[config.mk]
export PLATFORM = sky130hd
export DESIGN_NAME = scan_tap
export DESIGN_NICKNAME = d
export VERILOG_FILES = /design/src/rtl/scan_tap_pkg.sv /design/src/rtl/scan_tap_fsm.sv /design/src/rtl/scan_tap_ir.sv /design/src/rtl/scan_tap_bsr.sv /design/src/rtl/scan_tap.sv
export SDC_FILE = /design/constraint.sdc
export NUM_CORES = 1
export LEC_CHECK = 0
export BUFFER_PORTS_ARGS = -buffer_cell sky130_fd_sc_hd__buf_4
export CORE_MARGIN = 3
export CORE_UTILIZATION = 55
export DETAILED_ROUTE_END_ITERATION = 16
export PLACE_DENSITY = 0.78
export SYNTH_ARGS = -nofsm -noshare
export SYNTH_HDL_FRONTEND = slang
export SYNTH_HIERARCHICAL = 1
export SYNTH_SLANG_ARGS = --single-unit
export TNS_END_PERCENT = 100
[constraint.sdc]
create_clock -name tck -period 3.2 [get_ports tck]
set_input_delay 0.8 -clock tck [delete_from_list [all_inputs] [get_ports tck]]
set_output_delay 0.8 -clock tck [all_outputs]
set_load 0.1 [all_outputs]
[src/rtl/scan_tap_pkg.sv]
package scan_tap_pkg;

    localparam int IR_W = 8;

    localparam logic [IR_W-1:0] OP_EXTEST  = 8'h00;
    localparam logic [IR_W-1:0] OP_SAMPLE  = 8'h05;
    localparam logic [IR_W-1:0] OP_IDCODE  = 8'h21;
    localparam logic [IR_W-1:0] OP_BYPASS  = 8'hFF;
    localparam logic [IR_W-1:0] IR_CAPTURE = 8'h01;

    typedef enum logic [3:0] {
        TS_RESET,
        TS_IDLE,
        TS_DR_SEL,
        TS_DR_CAP,
        TS_DR_SHIFT,
        TS_DR_EXIT1,
        TS_DR_PAUSE,
        TS_DR_EXIT2,
        TS_DR_UPD,
        TS_IR_SEL,
        TS_IR_CAP,
        TS_IR_SHIFT,
        TS_IR_EXIT1,
        TS_IR_PAUSE,
        TS_IR_EXIT2,
        TS_IR_UPD
    } tap_state_t;

    typedef enum logic [1:0] {
        SEL_BYPASS,
        SEL_IDCODE,
        SEL_BOUNDARY
    } dr_sel_t;

endpackage

[src/rtl/scan_tap_fsm.sv]
module scan_tap_fsm
    import scan_tap_pkg::*;
(
    input  logic       tck,
    input  logic       trst_n,
    input  logic       tms,
    output tap_state_t state,
    output logic       in_reset,
    output logic       cap_ir,
    output logic       sh_ir,
    output logic       upd_ir,
    output logic       cap_dr,
    output logic       sh_dr,
    output logic       upd_dr
);

    tap_state_t state_nx;

    always_comb begin
        state_nx = state;
        unique case (state)
            TS_RESET:    state_nx = tms ? TS_RESET    : TS_IDLE;
            TS_IDLE:     state_nx = tms ? TS_DR_SEL   : TS_IDLE;
            TS_DR_SEL:   state_nx = tms ? TS_IR_SEL   : TS_DR_CAP;
            TS_DR_CAP:   state_nx = tms ? TS_DR_EXIT1 : TS_DR_SHIFT;
            TS_DR_SHIFT: state_nx = tms ? TS_DR_EXIT1 : TS_DR_SHIFT;
            TS_DR_EXIT1: state_nx = tms ? TS_DR_UPD   : TS_DR_PAUSE;
            TS_DR_PAUSE: state_nx = tms ? TS_DR_EXIT2 : TS_DR_PAUSE;
            TS_DR_EXIT2: state_nx = tms ? TS_DR_UPD   : TS_DR_SHIFT;
            TS_DR_UPD:   state_nx = tms ? TS_DR_SEL   : TS_IDLE;
            TS_IR_SEL:   state_nx = tms ? TS_RESET    : TS_IR_CAP;
            TS_IR_CAP:   state_nx = tms ? TS_IR_EXIT1 : TS_IR_SHIFT;
            TS_IR_SHIFT: state_nx = tms ? TS_IR_EXIT1 : TS_IR_SHIFT;
            TS_IR_EXIT1: state_nx = tms ? TS_IR_UPD   : TS_IR_PAUSE;
            TS_IR_PAUSE: state_nx = tms ? TS_IR_EXIT2 : TS_IR_PAUSE;
            TS_IR_EXIT2: state_nx = tms ? TS_IR_UPD   : TS_IR_SHIFT;
            TS_IR_UPD:   state_nx = tms ? TS_DR_SEL   : TS_IDLE;
        endcase
    end

    always_ff @(posedge tck or negedge trst_n) begin
        if (!trst_n) state <= TS_RESET;
        else         state <= state_nx;
    end

    always_comb begin
        in_reset = 1'b0;
        cap_ir   = 1'b0;
        sh_ir    = 1'b0;
        upd_ir   = 1'b0;
        cap_dr   = 1'b0;
        sh_dr    = 1'b0;
        upd_dr   = 1'b0;
        unique case (state)
            TS_RESET:    in_reset = 1'b1;
            TS_IR_CAP:   cap_ir   = 1'b1;
            TS_IR_SHIFT: sh_ir    = 1'b1;
            TS_IR_UPD:   upd_ir   = 1'b1;
            TS_DR_CAP:   cap_dr   = 1'b1;
            TS_DR_SHIFT: sh_dr    = 1'b1;
            TS_DR_UPD:   upd_dr   = 1'b1;
            TS_IDLE, TS_DR_SEL, TS_DR_EXIT1, TS_DR_PAUSE, TS_DR_EXIT2,
            TS_IR_SEL, TS_IR_EXIT1, TS_IR_PAUSE, TS_IR_EXIT2: ;
        endcase
    end

    logic [2:0] tms_run;
    always_ff @(posedge tck or negedge trst_n) begin
        if (!trst_n)              tms_run <= 3'd0;
        else if (!tms)            tms_run <= 3'd0;
        else if (tms_run != 3'd5) tms_run <= tms_run + 3'd1;
    end


    five_high_reset_chk: assert property (@(posedge tck) disable iff (!trst_n)
        (tms_run == 3'd5) |-> (state == TS_RESET));

endmodule

[src/rtl/scan_tap_ir.sv]
module scan_tap_ir
    import scan_tap_pkg::*;
(
    input  logic            tck,
    input  logic            trst_n,
    input  logic            tdi,
    input  logic            in_reset,
    input  logic            cap_ir,
    input  logic            sh_ir,
    input  logic            upd_ir,
    output logic            ir_lsb,
    output dr_sel_t         dr_sel,
    output logic            extest_mode
);

    logic [IR_W-1:0] ir_sh;
    logic [IR_W-1:0] ir_q;

    always_ff @(posedge tck or negedge trst_n) begin
        if (!trst_n)     ir_sh <= '0;
        else if (cap_ir) ir_sh <= IR_CAPTURE;
        else if (sh_ir)  ir_sh <= {tdi, ir_sh[IR_W-1:1]};
    end

    always_ff @(negedge tck or negedge trst_n) begin
        if (!trst_n)       ir_q <= OP_IDCODE;
        else if (in_reset) ir_q <= OP_IDCODE;
        else if (upd_ir)   ir_q <= ir_sh;
    end

    always_comb begin
        unique case (ir_q)
            OP_EXTEST, OP_SAMPLE: dr_sel = SEL_BOUNDARY;
            OP_IDCODE:            dr_sel = SEL_IDCODE;
            default:              dr_sel = SEL_BYPASS;
        endcase
    end

    assign extest_mode = (ir_q == OP_EXTEST);
    assign ir_lsb      = ir_sh[0];


    ir_capture_pattern_chk: assert property (@(posedge tck) disable iff (!trst_n)
        cap_ir |=> (ir_sh == IR_CAPTURE));


    reset_selects_id_chk: assert property (@(negedge tck) disable iff (!trst_n)
        in_reset |=> (dr_sel == SEL_IDCODE && !extest_mode));

endmodule

[src/rtl/scan_tap_bsr.sv]
module scan_tap_bsr #(
    parameter int CHAIN_LEN = 104,
    parameter int UNUSED_LO = 88,
    parameter int UNUSED_HI = 103
) (
    input  logic                 tck,
    input  logic                 trst_n,
    input  logic                 tdi,
    input  logic                 active,
    input  logic                 wide_cfg,
    input  logic                 cap_dr,
    input  logic                 sh_dr,
    input  logic                 upd_dr,
    input  logic [CHAIN_LEN-1:0] pin_in,
    output logic                 chain_lsb,
    output logic [CHAIN_LEN-1:0] pin_out
);

    logic [CHAIN_LEN-1:0] cap_val;
    logic [CHAIN_LEN-1:0] chain;
    logic [CHAIN_LEN-1:0] upd_q;

    for (genvar k = 0; k < CHAIN_LEN; k++) begin : g_cell
        if (k >= UNUSED_LO && k <= UNUSED_HI) begin : g_spare
            assign cap_val[k] = wide_cfg ? pin_in[k] : 1'b1;
        end else begin : g_used
            assign cap_val[k] = pin_in[k];
        end
    end

    always_ff @(posedge tck or negedge trst_n) begin
        if (!trst_n)                chain <= '0;
        else if (active && cap_dr)  chain <= cap_val;
        else if (active && sh_dr)   chain <= {tdi, chain[CHAIN_LEN-1:1]};
    end

    always_ff @(negedge tck or negedge trst_n) begin
        if (!trst_n)               upd_q <= '0;
        else if (active && upd_dr) upd_q <= chain;
    end

    assign chain_lsb = chain[0];
    assign pin_out   = upd_q;


    spare_cells_high_chk: assert property (@(posedge tck) disable iff (!trst_n)
        (active && cap_dr && !wide_cfg) |=> (&chain[UNUSED_HI:UNUSED_LO]));

endmodule

[src/rtl/scan_tap.sv]
module scan_tap
    import scan_tap_pkg::*;
#(
    parameter int          CHAIN_LEN = 104,
    parameter int          UNUSED_LO = 88,
    parameter int          UNUSED_HI = 103,
    parameter int          ID_W      = 32,
    parameter logic [31:0] ID_NARROW = 32'h100A7083,
    parameter logic [31:0] ID_WIDE   = 32'h200A7083
) (
    input  logic                 tck,
    input  logic                 trst_n,
    input  logic                 tms,
    input  logic                 tdi,
    input  logic                 wide_cfg,
    input  logic [CHAIN_LEN-1:0] pin_in,
    output logic                 tdo,
    output logic                 tdo_en,
    output logic [CHAIN_LEN-1:0] pin_out,
    output logic                 extest_mode
);

    tap_state_t state;
    logic       in_reset, cap_ir, sh_ir, upd_ir, cap_dr, sh_dr, upd_dr;
    logic       ir_lsb, chain_lsb;
    dr_sel_t    dr_sel;

    scan_tap_fsm u_fsm (
        .tck(tck), .trst_n(trst_n), .tms(tms), .state(state),
        .in_reset(in_reset), .cap_ir(cap_ir), .sh_ir(sh_ir), .upd_ir(upd_ir),
        .cap_dr(cap_dr), .sh_dr(sh_dr), .upd_dr(upd_dr)
    );

    scan_tap_ir u_ir (
        .tck(tck), .trst_n(trst_n), .tdi(tdi), .in_reset(in_reset),
        .cap_ir(cap_ir), .sh_ir(sh_ir), .upd_ir(upd_ir),
        .ir_lsb(ir_lsb), .dr_sel(dr_sel), .extest_mode(extest_mode)
    );

    scan_tap_bsr #(
        .CHAIN_LEN(CHAIN_LEN), .UNUSED_LO(UNUSED_LO), .UNUSED_HI(UNUSED_HI)
    ) u_bsr (
        .tck(tck), .trst_n(trst_n), .tdi(tdi),
        .active(dr_sel == SEL_BOUNDARY), .wide_cfg(wide_cfg),
        .cap_dr(cap_dr), .sh_dr(sh_dr), .upd_dr(upd_dr),
        .pin_in(pin_in), .chain_lsb(chain_lsb), .pin_out(pin_out)
    );

    logic [ID_W-1:0] id_sh;
    logic            byp_q;
    logic            ser_bit;

    always_ff @(posedge tck or negedge trst_n) begin
        if (!trst_n) begin
            id_sh <= '0;
            byp_q <= 1'b0;
        end else begin
            if (dr_sel == SEL_IDCODE && cap_dr)
                id_sh <= wide_cfg ? ID_WIDE : ID_NARROW;
            else if (dr_sel == SEL_IDCODE && sh_dr)
                id_sh <= {tdi, id_sh[ID_W-1:1]};
            if (dr_sel == SEL_BYPASS && cap_dr)
                byp_q <= 1'b0;
            else if (dr_sel == SEL_BYPASS && sh_dr)
                byp_q <= tdi;
        end
    end

    always_comb begin
        if (sh_ir) ser_bit = ir_lsb;
        else begin
            unique case (dr_sel)
                SEL_BOUNDARY: ser_bit = chain_lsb;
                SEL_IDCODE:   ser_bit = id_sh[0];
                default:      ser_bit = byp_q;
            endcase
        end
    end

    always_ff @(negedge tck or negedge trst_n) begin
        if (!trst_n) begin
            tdo    <= 1'b0;
            tdo_en <= 1'b0;
        end else begin
            tdo    <= ser_bit;
            tdo_en <= sh_ir | sh_dr;
        end
    end


    tdo_en_in_shift_chk: assert property (@(posedge tck) disable iff (!trst_n)
        tdo_en |-> (state == TS_IR_SHIFT || state == TS_DR_SHIFT));


    pins_held_chk: assert property (@(negedge tck) disable iff (!trst_n)
        (dr_sel != SEL_BOUNDARY) |=> $stable(pin_out));


    id_capture_chk: assert property (@(posedge tck) disable iff (!trst_n)
        (dr_sel == SEL_IDCODE && cap_dr) |=>
            (id_sh == ($past(wide_cfg) ? ID_WIDE : ID_NARROW)));

endmodule

# == Word level (Yosys, flattened, before mapping) ==
# Index checks and enable logic that the tools add are counted.
# op_classes
eq_ne,19
n_bitwise,1
muxes,50
n_reduce_logical,19
# ops
cell,n
$mux 104,2
$mux 32,2
$pmux 4 s12,1
$eq 4x4->1 const B,8
$mux 8,4
$mux 30,1
$mux 1,29
$eq 4x3->1 const B,4
$mux 4,4
$reduce_bool 2->1,5
$eq 4x2->1 const B,2
$eq 8x3->1 const B,1
$eq 8x6->1 const B,1
$logic_not 8->1,1
$logic_and 1x1->1,7
$mux 2,3
$mux 3,2
$reduce_or 2->1,3
$eq 4x1->1 const B,1
$logic_not 4->1,1
$pmux 2 s2,1
$reduce_or 3->1,1
$eq 2x1->1 const B,1
$eq 2x2->1 const B,1
other kinds (3),3
# word_totals
wordCells,98
reg_bits,263
inputBits,109
out_inout_bits,107

# == Longest topological paths before layout ==
# logic_depth
word_depth,7
ltp_mapped,9
depth_no_buf,7

# == Hierarchy ==
# Netlist, hierarchy kept.
# modules_own_cells
module,area_per_inst_um2,instances,seq_area_each_um2,cells_per_inst
scan_tap_bsr,10242.3,1,5205.0,822
scan_tap,1686.6,1,875.8,160
scan_tap_ir,711.9,1,402.9,61
scan_tap_fsm,372.9,1,100.1,51

==> run metrics <==
status finished with violations; violated checks setup timing; Register Area 6584 sq um; hpwl dp 20.00 mm; multi-input combinational cell area 7192 sq um; Avg Cell Area, Syn 11.90 sq um; leakage power 0.01009 uW; height of the die 159.8 um; Crit-path slowest cell or4_4; wire per inst 36.83 um; IO Pins 216; GPL Wtd Cong 0.8222; layout cells sized above 1 0.6004; CTS sink count 263; fillers 447; IO Port Bufs 215; largest net degree at the start of global routing 215; Core Rows 55; worst path bufs/invs 5; vias 13.45k; Residual DRC 0; Syn Std Cell Area 13010 sq um; CTS tree built; Final ANT Viol Nets 0; Final Total Pwr 11830 uW; TNS Setup -346.22 ns; Syn Inst Count 1094; YS warnings 6; drt initial violations 2190; htree depth 1; arrival time at the worst endpoint 5.12 ns; Critical Path Sink Type flop; Slew Limit Fails 0; vias in the first global route 12.32k; most frequent CP cell buf_12; Clock Skews 0.07530 ns; global-route wire length before repair 76.67 mm; DRT Pass-1 Iters 6; post-synthesis sequential area ratio 0.5059; unrepaired setup endpoints after global routing yes; final hold vios 0; clock tree root driver cell clkbuf_16; number of buffers created by CTS 28; Synth Net Count 1206; area growth from synthesis to layout 68.11%; GRT overflow 0; Max Cap Violations 0; final worst slack -1.511 ns; CP required 3.61 ns; area of the die 25540 sq um; post-placement cell area 15320 sq um; cell family with most CP delay simple AND/OR/NAND/NOR gates; Routed WL 67.58 mm; Worst-Skew Late Latency 0.61 ns; Die W 159.8 um; Core Footprint 22920 sq um; Power Density 540.7 nW/um^2; nets 1609; Clock transition at path regs 0.07 ns; Crit Path Category reg -> reg; Yosys cell types 45; CTS Buffer Depth 3; Final Cell Area 21880 sq um; Worst Hold Class in -> async; Starting Density 0.5679; vias per cell 7.328; gr usage total 0.3809; max_slew headroom 0.2097; critical path launch point type flop; Hold WS 0.1433 ns; worst-path fanout max 8; Peak VDD IR 0.0007354 V; setup violators final 350; synthesized flop and latch total 263; cells along the critical path or4_4, buf_6, nor4_4, buf_4, ha_4, buf_12, buf_12, buf_12, nand3_1, a31oi_1; CP max stage delay 0.57 ns; initial antenna violation count 3; Worst-Margin Slew 1.185 ns
## timing repair
item / CTS / global route
buffers inserted: 86 / 70
setup endpoints to repair: 317 / 352
cloned: 51 / 12
pin swaps: 44 / 56
hold buffers: 0 / 0
resized for setup: 403 / 262
## state kept, by name, summed over array words and instances (netlist names)
register,flops
u_ir/ir_q,8
id_sh,32
u_bsr/pin_out,104
byp_q,1
u_ir/ir_sh,8
tdo,1
tdo_en,1
u_fsm/state,4
u_bsr/chain,104
## cell families (layout without fill, tap and decap cells)
logic type / count (synthesis) / count (layout) / synth area share
multiplexers: 118 / 118 / 0.1181
XOR/XNOR: 2 / 2 / 0.001346
buffers and inverters: 116 / 535 / 0.05000
flip-flops: 263 / 263 / 0.5059
adder cells (fa/ha/maj): 3 / 3 / 0.002885
AO/OA/AOI/OAI: 258 / 259 / 0.1617
AND/OR/NAND/NOR: 334 / 339 / 0.1601
other: 0 / 3 / 0
## power by group
part           internal [uW]  total, uW  switching, uW  leakage (uW)
sequential              3690       4110            421       0.00309
clock                   2140       3690           1540      0.000515
combinational           1630       4030           2410       0.00648
## layout by cell type, fill, tap and decap left out, types with 33 or more instances in the layout
| cell | n |
|---|---|
| buf_4 | 230 |
| buf_12 | 163 |
| dfrtp_1 | 149 |
| dfrtn_1 | 112 |
| a21bo_2 | 101 |
| nand3_1 | 90 |
| mux2_4 | 88 |
| and3b_1 | 73 |
| clkbuf_16 | 42 |
| a31oi_1 | 40 |
| a31oi_4 | 40 |
| buf_16 | 33 |
## final timing paths
kind | slack [ns] | endpoint | from | depth (start not counted)
worst min-delay path | 0.14 | u_bsr/chain[30]$_DFFE_PN0P_ | trst_n | 1
max in group asynchronous | 0.96 | u_bsr/pin_out[69]$_DFFE_NN0P_ | trst_n | 2
min in group tck | 0.51 | id_sh[22]$_DFFE_PN0P_ | id_sh[22]$_DFFE_PN0P_ | 2
worst max-delay path | -1.51 | u_bsr/chain[45]$_DFFE_PN0P_ | u_ir/ir_q[5]$_DFFE_NN1P_ | 10
worst min register to register | 0.51 | id_sh[22]$_DFFE_PN0P_ | id_sh[22]$_DFFE_PN0P_ | 2
worst max register to register | -1.51 | u_bsr/chain[45]$_DFFE_PN0P_ | u_ir/ir_q[5]$_DFFE_NN1P_ | 10
## cells in the mapped netlist, drive strengths merged
cell type	instances	area, sq um
o21a	1	7.510
mux2i	14	140.1
a311oi	1	8.760
a21oi	4	20.02
dfrtn	112	2803
or2	1	6.260
nor3b	1	7.510
nand3b	1	7.510
a221oi	2	17.52
inv	5	18.77
a32o	1	10.01
a31oi	105	656.9
or4	3	26.27
xor2	2	17.52
nor2b	10	65.06
o22ai	2	12.51
a211o	3	26.28
nand3	106	530.5
ha	3	37.54
nand2	42	160.2
nor4	3	25.02
nor3	6	30.03
and4b	16	160.2
and3b	88	770.7
clkbuf	35	131.4
mux2	104	1396
nor2	26	97.59
dfstp	2	52.55
nand2b	29	181.4
o21ai	34	294.0
a21bo	104	1041
dfrtp	149	3729
a221o	1	10.01
or2b	2	15.01
buf	76	500.5
## cell type report
class | count | area share
multi-input combinational | 721 | 0.3287
inverter | 4 | 0.0008007
antenna | 3 | 0.0003432
timing repair buffer | 477 | 0.3049
sequential | 263 | 0.3009
tap | 313 | 0.01790
clock buffer | 45 | 0.04146
clock inverter | 9 | 0.004861
## metal layers
metal  global-route usage  wire length (um)
met1               0.4715             21610
met4               0.1771              7265
met5                    0                13
met3              0.07237              8000
met2               0.6487             30700
## stage by stage
stage	setup slack, ns	cells	utilization
floorplan	-0.6056	1094	-
global placement	-0.5926	1581	0.6685
detailed placement	-0.6364	1581	0.6685
CTS	-1.027	1771	0.8781
global route	-1.515	1835	0.9547
finish	-1.511	1835	0.9547
(Power assumes the default switching activity.)
